==> config.mk <==
export PLATFORM = sky130hd
export DESIGN_NAME = xtalk_dec_codec
export DESIGN_NICKNAME = d
export VERILOG_FILES = /design/src/rtl/xdc_pkg.sv /design/src/rtl/xdc_encoder.sv /design/src/rtl/xdc_select.sv /design/src/rtl/xdc_correct.sv /design/src/rtl/xtalk_dec_codec.sv
export SDC_FILE = /design/constraint.sdc
export NUM_CORES = 1
export LEC_CHECK = 0
export ABC_AREA = 1
export ABC_CLOCK_PERIOD_IN_PS = 1400
export CAP_MARGIN = 25
export CORE_MARGIN = 2
export CORE_UTILIZATION = 65
export CTS_BUF_LIST = sky130_fd_sc_hd__clkbuf_8 sky130_fd_sc_hd__clkbuf_16
export CTS_CLUSTER_DIAMETER = 120
export DETAILED_ROUTE_END_ITERATION = 7
export DONT_BUFFER_PORTS = 1
export PLACE_DENSITY = 0.83
export SLEW_MARGIN = 10
export SYNTH_ARGS = -nofsm -noshare
export SYNTH_HDL_FRONTEND = slang
export SYNTH_SLANG_ARGS = --single-unit
==> constraint.sdc <==
create_clock -name clk -period 1.4 [get_ports clk]
set_input_delay 0.28 -clock clk [delete_from_list [all_inputs] [get_ports clk]]
set_output_delay 0.28 -clock clk [all_outputs]
set_load 0.1 [all_outputs]
==> src/rtl/xdc_pkg.sv <==
package xdc_pkg;

    localparam int DATA_W = 32;

    function automatic int chk_bits(input int d);
        for (int r = 1; r < 31; r++) begin
            if ((1 << r) >= d + r + 1) return r;
        end
        return 31;
    endfunction

    localparam int CHK_W  = chk_bits(DATA_W);
    localparam int CW_W   = DATA_W + CHK_W;
    localparam int LINK_W = 2 * CW_W + 1;

    function automatic bit is_pow2(input int p);
        return (p & (p - 1)) == 0;
    endfunction

    function automatic int log2_exact(input int p);
        for (int k = 0; k < 31; k++) begin
            if ((1 << k) == p) return k;
        end
        return 0;
    endfunction

    // Position (1-based) of data bit j within the codeword
    function automatic int data_pos(input int j);
        int cnt;
        cnt = 0;
        for (int p = 1; p <= CW_W; p++) begin
            if (!is_pow2(p)) begin
                if (cnt == j) return p;
                cnt++;
            end
        end
        return 1;
    endfunction

    // Data positions covered by check bit k
    function automatic logic [CW_W-1:0] cover_mask(input int k);
        logic [CW_W-1:0] m;
        m = '0;
        for (int p = 1; p <= CW_W; p++) begin
            if (!is_pow2(p) && (((p >> k) & 1) == 1)) m[p-1] = 1'b1;
        end
        return m;
    endfunction

    function automatic logic [CHK_W-1:0] syndrome(input logic [CW_W-1:0] cw);
        logic [CHK_W-1:0] s;
        s = '0;
        for (int p = 1; p <= CW_W; p++) begin
            if (cw[p-1]) s ^= CHK_W'(p);
        end
        return s;
    endfunction

    // One-hot inversion mask, empty when the syndrome names no position
    function automatic logic [CW_W-1:0] flip_mask(input logic [CHK_W-1:0] s);
        logic [CW_W-1:0] m;
        m = '0;
        for (int p = 1; p <= CW_W; p++) begin
            if (s == CHK_W'(p)) m[p-1] = 1'b1;
        end
        return m;
    endfunction

    typedef struct packed {
        logic [DATA_W-1:0] data;
        logic              corrected;
        logic              uncorrectable;
        logic              used_b;
    } rx_result_t;

endpackage

==> src/rtl/xdc_encoder.sv <==
module xdc_encoder
    import xdc_pkg::*;
(
    input  logic [DATA_W-1:0] data_i,
    output logic [LINK_W-1:0] link_o
);

    logic [CW_W-1:0]  placed;
    logic [CW_W-1:0]  cw;
    logic [CHK_W-1:0] chk;

    // data in non-power-of-two positions, check bits in the others
    for (genvar p = 1; p <= CW_W; p++) begin : g_pos
        if (is_pow2(p)) begin : g_chk
            assign placed[p-1] = 1'b0;
            assign cw[p-1]     = chk[log2_exact(p)];
        end else begin : g_dat
            assign placed[p-1] = data_i[data_pos(0) == p ? 0 : p - 1 - (log2_exact(1) + $clog2(p + 1))];
            assign cw[p-1]     = placed[p-1];
        end
    end

    for (genvar k = 0; k < CHK_W; k++) begin : g_chkbit
        assign chk[k] = ^(placed & cover_mask(k));
    end

    // interleaved duplicates plus overall parity
    for (genvar i = 0; i < CW_W; i++) begin : g_wire
        assign link_o[2*i]   = cw[i];
        assign link_o[2*i+1] = cw[i];
    end
    assign link_o[LINK_W-1] = ^cw;

endmodule

==> src/rtl/xdc_select.sv <==
module xdc_select
    import xdc_pkg::*;
(
    input  logic [LINK_W-1:0] link_i,
    output logic [DATA_W-1:0] data_sel_o,
    output logic [CHK_W-1:0]  syn_o,
    output logic              used_b_o
);

    logic [CW_W-1:0]  cp_a;
    logic [CW_W-1:0]  cp_b;
    logic [CW_W-1:0]  cp_sel;
    logic [CHK_W-1:0] syn_a;
    logic [CHK_W-1:0] syn_b;
    logic             par_mis;

    for (genvar i = 0; i < CW_W; i++) begin : g_split
        assign cp_a[i] = link_i[2*i];
        assign cp_b[i] = link_i[2*i+1];
    end

    always_comb begin
        syn_a    = syndrome(cp_a);
        syn_b    = syndrome(cp_b);
        par_mis  = (^cp_a) != link_i[LINK_W-1];
        // parity disagreement or a damaged copy A steers to copy B
        used_b_o = par_mis | (syn_a != '0);
        cp_sel   = used_b_o ? cp_b : cp_a;
        syn_o    = used_b_o ? syn_b : syn_a;
    end

    for (genvar j = 0; j < DATA_W; j++) begin : g_ext
        assign data_sel_o[j] = cp_sel[data_pos(j) - 1];
    end

endmodule

==> src/rtl/xdc_correct.sv <==
module xdc_correct
    import xdc_pkg::*;
(
    input  logic [DATA_W-1:0] data_sel_i,
    input  logic [CHK_W-1:0]  syn_i,
    output logic [DATA_W-1:0] data_o,
    output logic              corrected_o,
    output logic              uncorrectable_o
);

    logic [CW_W-1:0] flip;

    always_comb begin
        flip            = flip_mask(syn_i);
        corrected_o     = |flip;
        uncorrectable_o = (syn_i != '0) && !(|flip);
    end

    for (genvar j = 0; j < DATA_W; j++) begin : g_fix
        assign data_o[j] = data_sel_i[j] ^ flip[data_pos(j) - 1];
    end

endmodule

==> src/rtl/xtalk_dec_codec.sv <==
module xtalk_dec_codec
    import xdc_pkg::*;
#(
    parameter bit OUT_REG = 1'b1
) (
    input  logic              clk,
    input  logic              rst_n,
    input  logic [31:0]       tx_data_i,
    output logic [76:0]       tx_link_o,
    input  logic [76:0]       rx_link_i,
    output logic [31:0]       rx_data_o,
    output logic              rx_corrected_o,
    output logic              rx_uncorrectable_o,
    output logic              rx_used_b_o
);

    logic [LINK_W-1:0] tx_link_c;
    logic [DATA_W-1:0] sel_data;
    logic [CHK_W-1:0]  sel_syn;
    rx_result_t        rx_c;
    rx_result_t        rx_q;

    xdc_encoder u_enc (
        .data_i (tx_data_i),
        .link_o (tx_link_c)
    );

    xdc_select u_sel (
        .link_i     (rx_link_i),
        .data_sel_o (sel_data),
        .syn_o      (sel_syn),
        .used_b_o   (rx_c.used_b)
    );

    xdc_correct u_cor (
        .data_sel_i      (sel_data),
        .syn_i           (sel_syn),
        .data_o          (rx_c.data),
        .corrected_o     (rx_c.corrected),
        .uncorrectable_o (rx_c.uncorrectable)
    );

    if (OUT_REG) begin : g_reg
        logic [LINK_W-1:0] tx_q;

        // one register stage per direction, cleared in reset
        always_ff @(posedge clk or negedge rst_n) begin
            if (!rst_n) begin
                tx_q <= '0;
                rx_q <= '0;
            end else begin
                tx_q <= tx_link_c;
                rx_q <= rx_c;
            end
        end
        assign tx_link_o = tx_q;

        logic [CW_W-1:0] tx_a, tx_b, rx_a, rx_b;
        for (genvar i = 0; i < CW_W; i++) begin : g_chk_split
            assign tx_a[i] = tx_link_o[2*i];
            assign tx_b[i] = tx_link_o[2*i+1];
            assign rx_a[i] = rx_link_i[2*i];
            assign rx_b[i] = rx_link_i[2*i+1];
        end

        AST_ENC_CODEWORD: assert property (@(posedge clk) disable iff (!rst_n)
            syndrome(tx_a) == '0);
        AST_ENC_DUPLICATE: assert property (@(posedge clk) disable iff (!rst_n)
            (tx_a == tx_b) && (tx_link_o[LINK_W-1] == ^tx_a));
        AST_PARITY_PICKS_B: assert property (@(posedge clk) disable iff (!rst_n)
            (rx_link_i[LINK_W-1] != ^rx_a) |=> rx_used_b_o);
        AST_FLAGS_EXCL: assert property (@(posedge clk) disable iff (!rst_n)
            !(rx_corrected_o && rx_uncorrectable_o));
        AST_CLEAN_QUIET: assert property (@(posedge clk) disable iff (!rst_n)
            ((rx_a == rx_b) && (rx_link_i[LINK_W-1] == ^rx_a) && (syndrome(rx_a) == '0))
            |=> (!rx_used_b_o && !rx_corrected_o && !rx_uncorrectable_o));
    end else begin : g_comb
        assign tx_link_o = tx_link_c;
        assign rx_q      = rx_c;
    end

    assign rx_data_o          = rx_q.data;
    assign rx_corrected_o     = rx_q.corrected;
    assign rx_uncorrectable_o = rx_q.uncorrectable;
    assign rx_used_b_o        = rx_q.used_b;

endmodule

==> results of run 1 <==
[synthesized netlist by cell type]
cell type  number  area share, %
clkbuf_2        2           0.15
inv_2          11           0.62
buf_12          1           0.30
nand3_4         1           0.26
xnor2_1       107             14
or2_0           1          0.094
nor2_1         56            3.2
nand4_1         3           0.28
nand2_2        12            1.1
nand3_2         6           0.90
buf_2           9           0.68
mux2i_1         1           0.15
buf_6           2           0.34
nor2_4          1           0.17
nand2_1       338             19
nand3_1        48            3.6
o21ai_2         1           0.13
nand4_2         1           0.19
buf_4          41            4.6
nor3_1          1          0.075
xnor2_2         1           0.24
nand3b_1        3           0.34
dfrtp_1        74             28
a21oi_1        23            1.7
inv_1          87            4.9
xor2_1         98             13
nor2_2          2           0.19
or2_1           3           0.28
clkinv_1        1          0.056
o21ai_0         2           0.15
o21ai_1        11           0.83
nand2_4         2           0.34
[kinds of logic after synthesis]
group	after synthesis
AND/OR/NAND/NOR	478
XOR/XNOR	206
buffers and inverters	154
flip-flops	74
AO/OA/AOI/OAI	37
multiplexers	1
[metrics by stage]
stage	hold slack, ps	setup WS (ps)	TNS [ps]	cells	util, %
floorplan	-15.6	-780	-25810	950	-
global placement	-13.3	-1070	-34730	1210	87.4
detailed placement	-13.2	-1180	-38890	1210	87.4
==> run metrics, run 1 <==
sequential share of the synthesized area=27.9%; run-stopping error=[ERROR DPL-0033] detailed placement checks failed during check placement.; IO Count=223; outcome=stopped before the end; row count=36; CTS Buf Count=9; Post-Syn Area=6640 sq um; post_cts resized=117; main combinational cell family by area after synthesis=simple AND/OR/NAND/NOR gates; IO buf count=0; Ys Warns=0; Root Buffer=clkbuf_8; xor and xnor area share after synthesis=27.3%; routability cong.=1.06; cell area after placement=8620 sq um; Initial Util=67.3%; Die H=105 microns; hpwl dp=18,400 microns; Clock Tree Buf Depth=2; gate count after technology mapping=950; Die W=105 microns; mux share of post-synthesis cell area=0.151%; simple-gate portion of the synthesized area=30.1%; H-tree levels=3; count of cell types in the netlist=32; Post-CTS Hold Buffers=32; setup repair bufs after CTS=13; Clock Sinks=74; Mean Syn Cell Area=6.99 sq um; Adder-Cell Fraction of Synth Area=0%; post-synthesis compound-gate area fraction=2.84%; failing step=clock tree synthesis; syn nets=1,061; Yosys reg bits=74
==> run 2: changes to the inputs <==
CORE_UTILIZATION = 40   (was 65)
CTS_BUF_LIST = default   (was sky130_fd_sc_hd__clkbuf_8 sky130_fd_sc_hd__clkbuf_16)
CTS_CLUSTER_DIAMETER = default   (was 120)
PLACE_DENSITY = default   (was 0.83)
PLACE_DENSITY_LB_ADDON = 0.15   (was default)
==> run metrics, run 2 <==
asr flop ratio synth=100%; die area=17,700 sq um; Via density=4.65; Gate power share=67.6%; Final min period=2230 ps; outcome=complete, but fails checks; Die W=133 microns; non-filler cells, final=1,377; Core Footprint=16,400 sq um; Worst Max-Slew Pin Slew=372 ps; flip-flop count of the largest register after layout=39; Pwr Density=1480 nW/um^2; routability cong.=0.888; CTS Buf Count=9; gate count after technology mapping=950; endpoint type of the worst setup path=flip-flop; first-pass GRT wire length=33,500 microns; Post-Syn Area=6640 sq um; Switch Pwr=7.81 mW; sequential share of the synthesized area=27.9%; CTS tree=built; Ys Warns=0; max cap viols=0; final hold violation count=74; Switching Fraction=52.0%; Mean Syn Cell Area=6.99 sq um; H-tree levels=3; Inst Count DP=1,306; fin nets=1,263; vias in the first global route=6,235; footprint of the multi-input gates=4830 sq um; cell area after placement=8790 sq um; DP Worst Slack=-1160 ps; count of cell types in the netlist=32; total gr overflow=0; Root Buffer=clkbuf_16; max-slew violations=0; Slew headroom=75.0%; HP Class=in -> async; DRT iter0 DRCs=277; Fill cells=1,422; Main synth FF type=dfrtp_1; failing checks=negative hold slack, negative setup slack; Post-Layout Inst Area=10,200 sq um; crit path from=rx_link_i[52]; critical path startpoint category=input pin; hpwl dp=18,000 microns; Clk pin slew, worst setup/hold paths=60 ps; Worst Path Arrival=2440 ps; DRC=0; largest cells by area after synthesis=dfrtp_1 (28%), nand2_1 (19%), xnor2_1 (14%); Die H=133 microns; fin util=62.0%; P&R area growth vs syn=53.2%; cell internal pwr=7.22 mW; commonest non-fill, non-tap cell in the layout=nand2_1; row count=47; P_leak=4.94 nW; DRT Pass-1 Iters=4; Clock Tree Buf Depth=2; Synth top area share=27.9%; GRT Overall Usage=24.7%; via count=6,406; unrepaired setup endpoints after global routing=true; WL/cell=16.0 microns; Setup WS post-layout=-832 ps; EDFF count, synth=0; Critical path destination=rx_data_o[2]$_DFF_PN0_; WS Path Type=in -> reg; Worst Path Required=1610 ps; top-count cell post-synth=nand2_1; IO Count=223; final WL=22,000 microns; VDD IR-drop max=1.34 mV; register area=1900 sq um; Fin Hold WS=-356 ps; layout cells sized above 1=38.5%; register share of total power=17.9%; Clock Power Share=14.5%; Post-CTS Hold Buffers=32; cell taking the most area after synthesis=dfrtp_1; antenna violations before repair=0; Clock Sinks=74; final antenna diode count=0; largest net degree at the start of global routing=75; top cells by count, synth=nand2_1 (338), xnor2_1 (107), xor2_1 (98); most frequent cells in the layout=nand2_1 (300), buf_4 (161), xnor2_1 (98), xor2_1 (88), inv_1 (75); Yosys reg bits=74; ANT nets after route=0; Final Setup Violations=36; final worst path period share=159%; IO buf count=0; CP max FO=8; syn nets=1,061; highest clock rate=448 MHz; Initial Util=40.5%
[run 2: cell counts after synthesis]
Identical to the previous run, type by type.
[run 2: timing repair]
action                     in CTS  in global routing
gates resized for setup        68                 73
hold endpoints to repair      106                 74
cloned                          1                  0
setup endpoints to repair      36                 38
buffers inserted               13                 17
pin swaps                      19                 43
[run 2: routing by layer]
layer | GRT usage [%] | up-vias | wire length [microns]
li1 | - | 3237 | -
met1 | 30.7 | 2941 | 9060
met2 | 43.4 | 201 | 11000
met3 | 4.52 | 27 | 1450
met4 | 7.65 | 0 | 515
met5 | 0 | - | 0
[run 2: cell families (layout without fill, tap and decap cells)]
family                 after synthesis  count (layout)  share of synthesized area [%]
buffers and inverters              154             360                           11.7
XOR/XNOR                           206             206                           27.3
multiplexers                         1               1                          0.151
AND/OR/NAND/NOR                    478             478                           30.1
flip-flops                          74              74                           27.9
AO/OA/AOI/OAI                       37              38                           2.84
[run 2: power groups by stage]
stage               clock [mW]  sequential [mW]  combinational, mW
finish                    2.17             2.69               10.2
global route              2.31             2.72               10.7
CTS                       2.23             2.70               9.87
detailed placement           0             2.74               9.05
global placement             0             2.73               9.02
floorplan                    0             5.07               4.53
[run 2: how the worst min path moves through the flow]
stage / from / endpoint / slack, ps / cells after the start
6_report: rst_n / rx_data_o[9]$_DFF_PN0_ / -360 / 0
3_3_place_gp: rst_n / rx_used_b_o$_DFF_PN0_ / -10 / 0
3_5_place_dp: rst_n / rx_used_b_o$_DFF_PN0_ / -10 / 0
2_1_floorplan: rst_n / rx_corrected_o$_DFF_PN0_ / -20 / 0
4_1_cts: rst_n / rx_used_b_o$_DFF_PN0_ / -360 / 0
5_1_grt: rst_n / rx_data_o[4]$_DFF_PN0_ / -370 / 0
[run 2: per-stage QoR]
step / TNS [ps] / power, mW
floorplan: -25810 / 9.60
global placement: -38230 / 11.8
detailed placement: -39130 / 11.8
CTS: -22040 / 14.8
global route: -30430 / 15.8
finish: -23500 / 15.0
[run 2: critical path, stage by stage]
cell	delay [ps]
clkinvlp_4	80
nand2_1	80
nand2_1	60
nand2_2	130
nand2_4	110
nand2_4	80
nand2_2	50
nand2_2	70
nand2_1	50
nand2_1	50
nand2_1	40
inv_1	60
nand3_2	80
nor2_4	170
nand2_8	100
buf_12	150
buf_12	120
o21ai_4	130
nand2_1	140
buf_4	160
buf_4	130
xor2_1	130
[run 2: area by class of cell]
type	count	area share [%]
multi-input combinational	723	47.4
timing repair buffer	245	24.5
sequential	74	18.7
inverter	99	3.90
tap	220	2.70
clock buffer	11	2.29
clock inverter	5	0.541
Power figures use the tool's default switching activity.
==> run 3: changes to the inputs <==
CORE_ASPECT_RATIO = 0.6   (was default)
==> run metrics, run 3 (same netlist as run 2, synthesis figures left out) <==
H-tree levels=3; Worst Path Arrival=2580 ps; endpoint type of the worst setup path=flip-flop; total gr overflow=0; failing checks=negative hold slack, negative setup slack; Clock Sinks=74; Root Buffer=clkbuf_16; layout cells sized above 1=46.1%; Clock Tree Buf Depth=2; footprint of the multi-input gates=5310 sq um; final hold violation count=74; Worst Max-Slew Pin Slew=455 ps; first-pass GRT wire length=36,100 microns; Final Setup Violations=36; DRT iter0 DRCs=637; unrepaired setup endpoints after global routing=true; flip-flop count of the largest register after layout=39; final WL=24,600 microns; routability cong.=0.957; CP max FO=7; most frequent cells in the layout=nand2_1 (260), buf_4 (161), xnor2_1 (87), xor2_1 (84), inv_1 (72); IO Count=223; HP Class=in -> async; max-slew violations=0; IO buf count=0; DRC=0; CTS tree=built; register area=1900 sq um; fin nets=1,284; WL/cell=17.7 microns; Via density=4.89; P_leak=5.31 nW; largest net degree at the start of global routing=75; Slew headroom=69.5%; outcome=complete, but fails checks; max cap viols=0; ANT nets after route=0; final worst path period share=166%; Initial Util=41.0%; Post-Layout Inst Area=10,900 sq um; VDD IR-drop max=0.857 mV; Die H=104 microns; DRT Pass-1 Iters=6; Final min period=2330 ps; Fill cells=1,320; CTS Buf Count=9; DP Worst Slack=-1290 ps; Worst Path Required=1660 ps; highest clock rate=430 MHz; Clk pin slew, worst setup/hold paths=60 ps; hpwl dp=18,700 microns; final antenna diode count=0; P&R area growth vs syn=64.8%; Post-CTS Hold Buffers=32; cell area after placement=8880 sq um; Die W=170 microns; antenna violations before repair=0; vias in the first global route=6,277; Setup WS post-layout=-928 ps; critical path startpoint category=input pin; WS Path Type=in -> reg; Pwr Density=1480 nW/um^2; row count=36; Tot Pwr=16.2 mW; die area=17,700 sq um; Fin Hold WS=-351 ps; commonest non-fill, non-tap cell in the layout=nand2_1; fin util=67.5%; Core Footprint=16,200 sq um; via count=6,778; GRT Overall Usage=27.0%
## run 3: cell count changes in the layout (fill, tap and decap cells not counted), moves of 4 or more
| cell | change |
|---|---|
| buf_16 | +4 |
| buf_6 | +16 |
| nand2_1 | -40 |
| nand2_2 | +20 |
| nand2_4 | +21 |
| nand3_1 | -11 |
| nand3_2 | +10 |
| xnor2_1 | -11 |
| xnor2_2 | +5 |
| xnor2_4 | +6 |
| xor2_1 | -4 |
| xor2_2 | +5 |
## run 3: area by class of cell
type                    count  area share (%)
multi-input cells         724            48.5
repair buffers            264            25.3
flip-flops and latches     74            17.3
inverters                  99            3.68
well taps                 209            2.39
clock buffers              10            2.09
clock inverters             6           0.606
repair inverters            1          0.0800
## run 3: power breakdown
group	switching, mW	total (mW)	internal [mW]
clock network	0.890	2.28	1.39
registers	0.187	2.70	2.52
logic	7.38	11.2	3.84
## run 3: final timing paths
kind	start	endpoint	cells after the start	slack (ps)
setup / recovery	rx_link_i[42]	rx_uncorrectable_o$_DFF_PN0_	25	-930
hold / removal	rst_n	tx_link_o[59]$_DFF_PN0_	0	-350
max in group asynchronous	rst_n	tx_link_o[75]$_DFF_PN0_	0	1620
min in group clk	rx_link_i[51]	rx_data_o[20]$_DFF_PN0_	2	150
## run 3: per-layer routing
metal / vias up / GRT usage, % / part of all wire [%]
li1: 3281 / - / -
met1: 3130 / 42.3 / 47
met2: 347 / 35.3 / 39
met3: 20 / 9.86 / 13
met4: 0 / 3.48 / 0.84
met5: - / 0 / 0
## run 3: through the flow
step           setup TNS, ps  std cells
2_1_floorplan         -25810        950
3_3_place_gp          -39280       1307
3_5_place_dp          -41550       1307
4_1_cts               -21900       1381
5_1_grt               -30270       1387
6_report              -25780       1387
## run 3: critical path: stages
cell	delay (ps)
clkinvlp_4	100
nand2_2	110
nand2_4	80
nand2_4	70
nand2_1	60
nand2_2	70
nand2_1	50
nand2_1	60
nand2_2	70
inv_1	60
nand2_1	40
nand2_1	70
nand3_2	90
nor2_4	200
nand2_4	140
buf_6	150
nand3_4	100
nor2_4	60
nand2_2	90
nand2_2	60
nor2_1	110
nand2_1	110
nor2_2	140
nand3_2	90
nor2_2	100
## run 3: timing repair
| item | 4_1_cts | 5_1_grt |
|---|---|---|
| gates resized for setup | 169 | 98 |
| gates cloned | 6 | 1 |
| pin swaps | 37 | 47 |
| endpoints found under the hold margin | 106 | 74 |
| setup buffers | 21 | 13 |
| endpoints found under the setup margin | 36 | 37 |
